**src/rtl/flash_rd_pkg.sv**
```systemverilog
package flash_rd_pkg;

  typedef enum logic [1:0] {
    LANE1 = 2'd0,
    LANE2 = 2'd1,
    LANE4 = 2'd2
  } lane_e;

  typedef struct packed {
    logic [7:0] opcode;
    lane_e      addrLanes;
    logic [3:0] dummyClks;
    lane_e      dataLanes;
  } modeCfg_t;

  // strobes from control to datapath
  typedef struct packed {
    logic  loadCmd;
    logic  loadAddr;
    logic  shiftOut;
    logic  sampleIn;
    logic  drive;
    lane_e txLanes;
    lane_e rxLanes;
  } dpCtl_t;

  function automatic modeCfg_t decodeMode(input logic [2:0] mode);
    modeCfg_t c;
    case (mode)
      3'd1:    c = '{8'h0B, LANE1, 4'd8, LANE1};
      3'd2:    c = '{8'h3B, LANE1, 4'd8, LANE2};
      3'd3:    c = '{8'hBB, LANE2, 4'd4, LANE2};
      3'd4:    c = '{8'hEB, LANE4, 4'd6, LANE4};
      default: c = '{8'h03, LANE1, 4'd0, LANE1};
    endcase
    return c;
  endfunction

  function automatic logic [4:0] addrClocks(input lane_e l);
    case (l)
      LANE2:   return 5'd12;
      LANE4:   return 5'd6;
      default: return 5'd24;
    endcase
  endfunction

  function automatic logic [3:0] laneMask(input lane_e l);
    case (l)
      LANE2:   return 4'b0011;
      LANE4:   return 4'b1111;
      default: return 4'b0001;
    endcase
  endfunction

endpackage

```
**src/rtl/flash_rd_datapath.sv**
```systemverilog
module flash_rd_datapath
  import flash_rd_pkg::*;
(
  input  logic        clk,
  input  logic        rstN,
  input  dpCtl_t      ctl,
  input  logic [7:0]  opcode,
  input  logic [23:0] addr,
  input  logic [3:0]  dqIn,
  output logic [3:0]  dqOut,
  output logic [3:0]  dqOe,
  output logic        byteEnd,
  output logic [7:0]  rdData,
  output logic        rdValid
);

  logic [31:0] txShift;
  logic [7:0]  rxShift;
  logic [7:0]  rxNext;
  logic [2:0]  rxCnt;
  logic [2:0]  rxStep;

  always_comb begin
    case (ctl.rxLanes)
      LANE2: begin
        rxNext = {rxShift[5:0], dqIn[1], dqIn[0]};
        rxStep = 3'd2;
      end
      LANE4: begin
        rxNext = {rxShift[3:0], dqIn};
        rxStep = 3'd4;
      end
      default: begin
        rxNext = {rxShift[6:0], dqIn[1]};
        rxStep = 3'd1;
      end
    endcase
  end

  // the bit counter wraps to zero exactly when a byte is full
  assign byteEnd = ctl.sampleIn && (3'(rxCnt + rxStep) == 3'd0);

  always_comb begin
    case (ctl.txLanes)
      LANE2:   dqOut = {2'b00, txShift[31], txShift[30]};
      LANE4:   dqOut = txShift[31:28];
      default: dqOut = {3'b000, txShift[31]};
    endcase
    dqOe = ctl.drive ? laneMask(ctl.txLanes) : 4'b0000;
  end

  always_ff @(posedge clk or negedge rstN) begin
    if (!rstN) begin
      txShift <= '0;
      rxShift <= '0;
      rxCnt   <= '0;
      rdData  <= '0;
      rdValid <= 1'b0;
    end else begin
      rdValid <= byteEnd;
      if (ctl.loadCmd) begin
        txShift <= {opcode, 24'h000000};
        rxCnt   <= '0;
      end else if (ctl.loadAddr) begin
        txShift <= {addr, 8'h00};
      end else if (ctl.shiftOut) begin
        case (ctl.txLanes)
          LANE2:   txShift <= {txShift[29:0], 2'b00};
          LANE4:   txShift <= {txShift[27:0], 4'h0};
          default: txShift <= {txShift[30:0], 1'b0};
        endcase
      end
      if (ctl.sampleIn) begin
        rxShift <= rxNext;
        rxCnt   <= 3'(rxCnt + rxStep);
      end
      if (byteEnd) rdData <= rxNext;
    end
  end

endmodule

```
**src/rtl/flash_rd_ctrl.sv**
```systemverilog
module flash_rd_ctrl
  import flash_rd_pkg::*;
#(
  parameter int DIV_HALF = 2,
  parameter int LEN_W    = 16,
  parameter int GAP_W    = 8
) (
  input  logic             clk,
  input  logic             rstN,
  input  logic             reqValid,
  input  logic [2:0]       reqMode,
  input  logic [23:0]      reqAddr,
  input  logic [LEN_W-1:0] reqLen,
  input  logic [GAP_W-1:0] csGap,
  input  logic             byteEnd,
  output logic             reqReady,
  output logic             csN,
  output logic             sck,
  output logic             done,
  output dpCtl_t           ctl,
  output logic [7:0]       opcode,
  output logic [23:0]      addr
);

  localparam int DIV_W = (DIV_HALF > 1) ? $clog2(DIV_HALF) : 1;

  typedef enum logic [2:0] {
    ST_IDLE, ST_CMD, ST_ADDR, ST_DUMMY, ST_DATA, ST_TAIL, ST_GAP
  } state_e;

  state_e           state;
  logic [DIV_W-1:0] divCnt;
  logic [4:0]       clkLeft;
  logic [LEN_W-1:0] byteLeft;
  logic [GAP_W-1:0] gapCnt;
  lane_e            aLanesR;
  lane_e            dLanesR;
  logic [3:0]       dummyR;
  modeCfg_t         reqCfg;
  logic             running, tick, riseEv, fallEv, lastClk;

  assign reqCfg   = decodeMode(reqMode);
  assign opcode   = reqCfg.opcode;
  assign reqReady = (state == ST_IDLE);
  assign running  = (state == ST_CMD) || (state == ST_ADDR) || (state == ST_DUMMY) ||
                    (state == ST_DATA) || (state == ST_TAIL);
  assign tick     = running && (divCnt == DIV_W'(DIV_HALF - 1));
  assign riseEv   = tick && !sck;
  assign fallEv   = tick && sck;
  assign lastClk  = (clkLeft == 5'd1);

  always_comb begin
    ctl.loadCmd  = (state == ST_IDLE) && reqValid && (reqLen != '0);
    ctl.loadAddr = fallEv && (state == ST_CMD) && lastClk;
    ctl.shiftOut = fallEv && ((state == ST_CMD) || (state == ST_ADDR)) && !lastClk;
    ctl.sampleIn = riseEv && (state == ST_DATA);
    ctl.drive    = (state == ST_CMD) || (state == ST_ADDR);
    ctl.txLanes  = (state == ST_ADDR) ? aLanesR : LANE1;
    ctl.rxLanes  = dLanesR;
  end

  always_ff @(posedge clk or negedge rstN) begin
    if (!rstN) begin
      state    <= ST_IDLE;
      csN      <= 1'b1;
      sck      <= 1'b0;
      divCnt   <= '0;
      clkLeft  <= '0;
      byteLeft <= '0;
      gapCnt   <= '0;
      done     <= 1'b0;
      aLanesR  <= LANE1;
      dLanesR  <= LANE1;
      dummyR   <= '0;
      addr     <= '0;
    end else begin
      done <= 1'b0;
      if (running) begin
        divCnt <= tick ? '0 : divCnt + DIV_W'(1);
        if (tick) sck <= ~sck;
      end
      case (state)
        ST_IDLE: if (reqValid) begin
          aLanesR  <= reqCfg.addrLanes;
          dLanesR  <= reqCfg.dataLanes;
          dummyR   <= reqCfg.dummyClks;
          addr     <= reqAddr;
          byteLeft <= reqLen;
          divCnt   <= '0;
          if (reqLen == '0) begin
            done   <= 1'b1;
            gapCnt <= '0;
            state  <= ST_GAP;
          end else begin
            csN     <= 1'b0;
            clkLeft <= 5'd8;
            state   <= ST_CMD;
          end
        end
        ST_CMD: if (fallEv) begin
          if (lastClk) begin
            clkLeft <= addrClocks(aLanesR);
            state   <= ST_ADDR;
          end else clkLeft <= clkLeft - 5'd1;
        end
        ST_ADDR: if (fallEv) begin
          if (lastClk) begin
            if (dummyR == 4'd0) state <= ST_DATA;
            else begin
              clkLeft <= {1'b0, dummyR};
              state   <= ST_DUMMY;
            end
          end else clkLeft <= clkLeft - 5'd1;
        end
        ST_DUMMY: if (fallEv) begin
          if (lastClk) state <= ST_DATA;
          else clkLeft <= clkLeft - 5'd1;
        end
        ST_DATA: if (byteEnd) begin
          byteLeft <= byteLeft - LEN_W'(1);
          if (byteLeft == LEN_W'(1)) state <= ST_TAIL;
        end
        ST_TAIL: if (fallEv) begin
          csN    <= 1'b1;
          done   <= 1'b1;
          gapCnt <= csGap;
          state  <= ST_GAP;
        end
        ST_GAP: begin
          if (gapCnt <= GAP_W'(1)) state <= ST_IDLE;
          else gapCnt <= gapCnt - GAP_W'(1);
        end
        default: state <= ST_IDLE;
      endcase
    end
  end

endmodule

```
**src/rtl/flash_rd_master.sv**
```systemverilog
module flash_rd_master
  import flash_rd_pkg::*;
#(
  parameter int DIV_HALF = 2,
  parameter int LEN_W    = 16,
  parameter int GAP_W    = 8
) (
  input  logic             clk,
  input  logic             rstN,
  input  logic             reqValid,
  output logic             reqReady,
  input  logic [2:0]       reqMode,
  input  logic [23:0]      reqAddr,
  input  logic [LEN_W-1:0] reqLen,
  input  logic [GAP_W-1:0] csGap,
  output logic [7:0]       rdData,
  output logic             rdValid,
  output logic             done,
  output logic             csN,
  output logic             sck,
  output logic [3:0]       dqOut,
  output logic [3:0]       dqOe,
  input  logic [3:0]       dqIn
);

  dpCtl_t      ctl;
  logic [7:0]  opcode;
  logic [23:0] addr;
  logic        byteEnd;

  flash_rd_ctrl #(
    .DIV_HALF(DIV_HALF), .LEN_W(LEN_W), .GAP_W(GAP_W)
  ) u_ctrl (
    .clk(clk), .rstN(rstN), .reqValid(reqValid), .reqMode(reqMode),
    .reqAddr(reqAddr), .reqLen(reqLen), .csGap(csGap), .byteEnd(byteEnd),
    .reqReady(reqReady), .csN(csN), .sck(sck), .done(done), .ctl(ctl),
    .opcode(opcode), .addr(addr)
  );

  flash_rd_datapath u_dp (
    .clk(clk), .rstN(rstN), .ctl(ctl), .opcode(opcode), .addr(addr),
    .dqIn(dqIn), .dqOut(dqOut), .dqOe(dqOe), .byteEnd(byteEnd),
    .rdData(rdData), .rdValid(rdValid)
  );

endmodule

```
**config.mk**
```make
export PLATFORM = sky130hd
export DESIGN_NAME = flash_rd_master
export DESIGN_NICKNAME = d
export VERILOG_FILES = /design/src/rtl/flash_rd_pkg.sv /design/src/rtl/flash_rd_datapath.sv /design/src/rtl/flash_rd_ctrl.sv /design/src/rtl/flash_rd_master.sv
export SDC_FILE = /design/constraint.sdc
export NUM_CORES = 1
export LEC_CHECK = 0
export ABC_AREA = 1
export BUFFER_PORTS_ARGS = -buffer_cell sky130_fd_sc_hd__buf_4
export CAP_MARGIN = 5
export CORE_UTILIZATION = 30
export DETAILED_ROUTE_END_ITERATION = 12
export PLACE_DENSITY = 0.51
export REMOVE_ABC_BUFFERS = 1
export SLEW_MARGIN = 5
export SYNTH_ARGS = -nofsm -noshare
export SYNTH_HDL_FRONTEND = slang
export SYNTH_SLANG_ARGS = --single-unit
```
**constraint.sdc**
```tcl
create_clock -name clk -period 7.43 [get_ports clk]
set_input_delay 0.743 -clock clk [delete_from_list [all_inputs] [get_ports clk]]
set_output_delay 0.743 -clock clk [all_outputs]
set_load 0.05 [all_outputs]
```
; Word-level counts from Yosys, hierarchy flattened
; Index checks and enable logic that the tools add are counted.
[classes]
add_sub_neg = 5
n_lt_le_gt_ge = 1
n_eq_ne = 34
muxes = 58
bitwise = 1
n_reduce_logical = 35
[op_table]
columns = operator, count
row1 = 32-bit two-way mux, 3
row2 = 16-bit one-hot mux with 4 select lines, 1
row3 = 32-bit one-hot mux with 2 select lines, 1
row4 = 3-bit two-way mux, 15
row5 = 5-bit two-way mux, 9
row6 = 16-bit two-way mux, 2
row7 = 8-bit two-way mux, 4
row8 = 16-bit one-hot mux with 2 select lines, 1
row9 = 8-bit one-hot mux with 3 select lines, 1
row10 = 3-bit one-hot mux with 7 select lines, 1
row11 = 2-bit by 1-bit != test with 1-bit output (second input constant), 10
row12 = 5-bit one-hot mux with 4 select lines, 1
row13 = 16-bit by 1-bit == test with 1-bit output (second input constant), 1
row14 = 16-bit zero test, 1
row15 = 4-bit one-hot mux with 2 select lines, 2
row16 = 8-bit one-hot mux with 2 select lines, 1
row17 = 16-bit nonzero test, 1
row18 = 16-bit by 1-bit subtractor with 16-bit output (second input constant), 1
row19 = 3-bit by 2-bit == test with 1-bit output (second input constant), 4
row20 = 3-bit == test (second input constant), 4
row21 = 1-bit logical AND, 11
row22 = 11-bit AND reduction, 1
row23 = 1-bit two-way mux, 10
row24 = 2-bit != test (second input constant), 5
row25 = 28 further kinds, 43
[totals]
ff_bits = 119
word_cells = 151

; Depth between registers and ports, before layout
[depth]
depth_word = 12
mapped_depth = 17
mapped_depth_nobuf = 16

; By module
; A second synthesis with hierarchy kept.
[unflattened]
hier_cells = 1032
hier_area_um2 = 6955.4
[modules_own_cells]
columns = mod, instances, cells_per_inst, area_per_inst_um2, seq_area_each_um2
row1 = flash_rd_ctrl, 1, 589, 4042.6, 1627.8
row2 = flash_rd_datapath, 1, 443, 2912.8, 1076.0

; Worst setup path before layout
; No wires, ideal clock.
[synth_timing]
path_kind = register to output
startpoint = register u_ctrl.state[2]
endpoint = output port dqOut[1]
arrival_ns = 2.744
setup_slack_ns = 3.943
stages_incl_launch_ff = 10
path_buffers = 1
cell_sequence = dfrtp_1 > buf_2 > inv_2 > nand3_2 > nor2_1 > inv_1 > ha_1 > clkinv_1 > nand2_1 > o21ai_0
[synth_between]
elab_chain_cells = 4
[synth_lines]
columns = element, line
row1 = from (decl), flash_rd_ctrl.sv:31  ; state_e state;
row2 = from (signal assigned), flash_rd_ctrl.sv:64  ; state <= ST_IDLE;
row3 = from (signal assigned), flash_rd_ctrl.sv:93  ; state <= ST_GAP;
row4 = from (signal assigned), flash_rd_ctrl.sv:97  ; state <= ST_CMD;
row5 = 3-bit by 2-bit == test with 1-bit output (*), flash_rd_ctrl.sv:58  ; ctl.txLanes = (state == ST_ADDR) ? aLanesR : LANE1;
row6 = 2-bit two-way mux (*), flash_rd_ctrl.sv:58
row7 = 2-bit == test / 2-bit by 1-bit == test with 1-bit output (equally long branches), flash_rd_datapath.sv:44  ; case (ctl.txLanes)
row8 = 4-bit one-hot mux with 2 select lines (*), flash_rd_datapath.sv:44
row9 = to (decl), flash_rd_master.sv:21  ; output logic [3:0] dqOut,
; Mark *: on every way between the ends. The rest lies on a longest branch, timed or not.

; Worst setup path after layout
; Same ends and word-level chain as after synthesis.

==> metrics.md <==
| Metric | Value |
|---|---|
| Status | complete, but fails checks |
| Failing checks | design-rule violations |
| Warning count from the yosys run | 0 |
| Max Slew Vio Count | 0 |
| Combinational share of power | 46.9% |
| F_max | 217.2 MHz |
| Worst-case clock buffer depth | 2 |
| CTS sink count | 108 |
| Max Cap Violations | 0 |
| RSZ-0062 raised after global routing | false |
| Cell Area, Synth | 6824 sq um |
| Number of diodes | 0 |
| I/O pins | 79 |
| Fillers | 2373 |
| Final critical-path required period | 4.603 ns |
| Crit path capture type | output pin |
| # H-tree levels | 3 |
| CP Buf/Inv Count | 5 |
| Largest family of logic cells by synthesized area | simple AND/OR/NAND/NOR gates |
| Post-layout util | 35.75% |
| Prevailing post-synth register cell | dfrtp_1 |
| CP cell instances | inv_2 -> nand3_2 -> nor2_1 -> inv_1 -> ha_1 -> clkinv_1 -> nand2_1 -> inv_1 -> nand2_1 -> o21ai_0 -> buf_4 |
| Count of final hold-check violations | 0 |
| Hold_ws | 0.3748 ns |
| Hold Crit Class | in -> async |
| Routability cong. | 0.8018 |
| Hpwl dp | 11.97 mm |
| Fin crit share | 61.96% |
| Slowest CP cell | nand2_1 |
| Post-CTS setup buffers | 0 |
| Initial antenna violation count | 0 |
| M2 GR Usage | 24.29% |
| FF+latch area | 2704 sq um |
| Worst Path Max Fanout | 17 |
| Post-synth EDFFs | 0 |
| Synth cell types | 46 |
| DP Cell Count | 1289 |
| Mux contribution to synthesized area | 0.1467% |
| Die Y | 152.8 microns |
| Iter 0 DRT Violations | 283 |
| Fin Clk Skew | 0.01592 ns |
| TritonCTS Buffers | 9 |
| Starting density of the core | 30.89% |
| Synth Area in Simple Gates | 34.56% |
| Drt first pass iters | 9 |
| CTS resizes | 0 |
| P&R area growth vs syn | 15.75% |
| Die Wd | 152.8 microns |
| Core Box Area | 22090 sq um |
| Area of the multi-input gates | 3531 sq um |
| Share of layout cells above drive strength 1 | 15.71% |
| Largest area contributor in the netlist | dfrtp_1 |
| Synth Area in Compound Gates | 12.91% |
| CP max stage delay | 0.55 ns |
| Clock Latency Late Sink | 0.37 ns |
| Vias per std cell | 4.611 |
| Worst path required time | 6.69 ns |
| DRT Wirelength | 16.93 mm |
| Top post-synthesis cells by count | nand2_1, dfrtp_1, inv_1 |
| Critical path class | reg -> out |
| Syn_area_per_cell | 7.123 sq um |
| GR peak layer | met2 |
| Area share of the largest cell type after synthesis | 39.24% |
| Int Pwr | 1.444 mW |
| Switch Pwr | 1.288 mW |
| Die Footprint | 23350 sq um |
| Reg clk slew, reported paths | 0.08 ns |
| Most common cell in the netlist | nand2_1 |
| Slew headroom | 42.44% |
| Seq pwr share | 34.4% |
| First-pass GRT wire length | 29.09 mm |
| Grt total ovfl | 0 |
| CTS tree | done |
| Least-Margin Pin Slew | 0.8634 ns |
| Met1 GRT Util | 21.13% |
| Post-Synth Adder-Cell Area | 3.227% |
| Root buffer cell | clkbuf_16 |
| Largest net degree at the start of global routing | 66 |
| Setup-failing EPs final | 0 |
| Worst path top cell family by delay | buffers and inverters |
| TNS Setup | 0 ns |
| Synth top area cells | dfrtp_1, nand2_1, inv_1 |
| Arrival @ worst endpoint | 3.86 ns |
| Post-synthesis sequential area ratio | 39.62% |
| Final cell count without fillers | 1305 |
| Ys async rst share | 100.0% |
| GR Util All Layers | 15.27% |
| Vias in the first global route | 5854 |
| Residual DRC | 3 |
| DR vias | 6017 |
| Switching Fraction | 47.15% |
| DRT antenna net count | 0 |
| PD cells | 345.9 nW/um^2 |
| Cell count after synthesis | 958 |
| M3 GR Usage | 2.665% |
| Kind of start point of the critical path | flip-flop |
| Clock power share | 18.7% |
| PortBufs | 78 |
| Worst vdd ir | 135.1 uV |
| Avg WL per Cell | 12.97 microns |
| FF+latch count, synth | 108 |
| # rows | 54 |
| Hold-fix buffers, CTS | 0 |
| Lkg Pwr | 4.065 nW |
| Final #Nets | 1095 |
| Post-Synth XOR/XNOR Area | 0.8984% |
[through the flow]
| stage | cell area, sq um | power [mW] | setup WS, ns |
|---|---|---|---|
| 2_1_floorplan | 6640 | 1.905 | 3.708 |
| 3_3_place_gp | 7584 | 2.244 | 3.389 |
| 3_5_place_dp | 7584 | 2.250 | 3.285 |
| 4_1_cts | 7899 | 2.775 | 2.871 |
| 5_1_grt | 7899 | 3.014 | 2.537 |
| 6_report | 7899 | 2.732 | 2.827 |
[flip-flops by register name, summed over array words and instances (netlist names), 5 cells and up]
signal,flops
u_ctrl.gapCnt,8
u_dp.txShift,24
u_dp.rdData,8
u_dp.rxShift,7
u_ctrl.clkLeft,5
u_ctrl.addr,24
u_ctrl.byteLeft,16
[final timing paths]
path	slack [ns]	cells past startpoint	end	start
setup / recovery	2.83	11	dqOut[1]	u_ctrl.state[2]$_DFFE_PN0P_
hold / removal	0.37	1	u_dp.rdData[1]$_DFFE_PN0P_	rstN
setup reg to reg	3.75	16	u_dp.txShift[29]$_DFFE_PN0P_	u_ctrl.state[2]$_DFFE_PN0P_
hold reg to reg	0.47	2	u_ctrl.csN$_DFFE_PN1P_	u_ctrl.csN$_DFFE_PN1P_
max in group asynchronous	5.77	2	u_ctrl.gapCnt[0]$_DFFE_PN0P_	rstN
min in group clk	0.47	2	u_ctrl.csN$_DFFE_PN1P_	u_ctrl.csN$_DFFE_PN1P_
[per-layer routing]
layer | part of all wire (%) | wire length, microns
met5 | 0 | 0
met4 | 1.2 | 206
met3 | 3.1 | 530
met2 | 45 | 7570
met1 | 51 | 8619
[cell families (layout without fill, tap and decap cells)]
kind of cell | Yosys count | after routing
flops | 108 | 108
buf+inv | 135 | 202
mux | 1 | 1
fa+ha+maj | 17 | 17
compound gates | 147 | 147
simple gates | 543 | 543
xor+xnor | 7 | 7
[cell usage in the layout (no fill, tap or decap), types with 4 or more instances in the layout]
cell type  netlist  final
nor2_1          80     80
nand2_2          7      7
dfrtp_1        107    107
o211ai_1        11     11
nor2_4           6      6
ha_1            16     16
o21ai_0         48     48
o22ai_1         14     14
a21oi_1         15     15
inv_2           10     10
o21ai_2         15     15
nand4_1          7      7
xor2_1           4      4
a22oi_1          4      4
nand3_1         36     36
buf_4            3     79
inv_1           93     93
nand2_4          7      7
nand2_1        378    378
or2_2            5      5
o21ai_1         31     31
clkbuf_16        0      9
[power by group through the flow]
| stage | clock network, mW | registers [mW] | logic (mW) |
|---|---|---|---|
| floorplan | 0 | 0.947 | 0.958 |
| global placement | 0 | 0.951 | 1.29 |
| detailed placement | 0 | 0.951 | 1.30 |
| CTS | 0.530 | 0.943 | 1.30 |
| global route | 0.554 | 0.973 | 1.49 |
| finish | 0.511 | 0.941 | 1.28 |
[cell type report]
| cell class | count | share of cell area [%] |
|---|---|---|
| tap | 280 | 4.435 |
| inverter | 107 | 5.132 |
| timing repair buffer | 79 | 7.508 |
| clock inverter | 7 | 1.141 |
| multi-input combinational | 715 | 44.70 |
| sequential | 108 | 34.23 |
| clock buffer | 9 | 2.851 |
(Power assumes the default switching activity.)
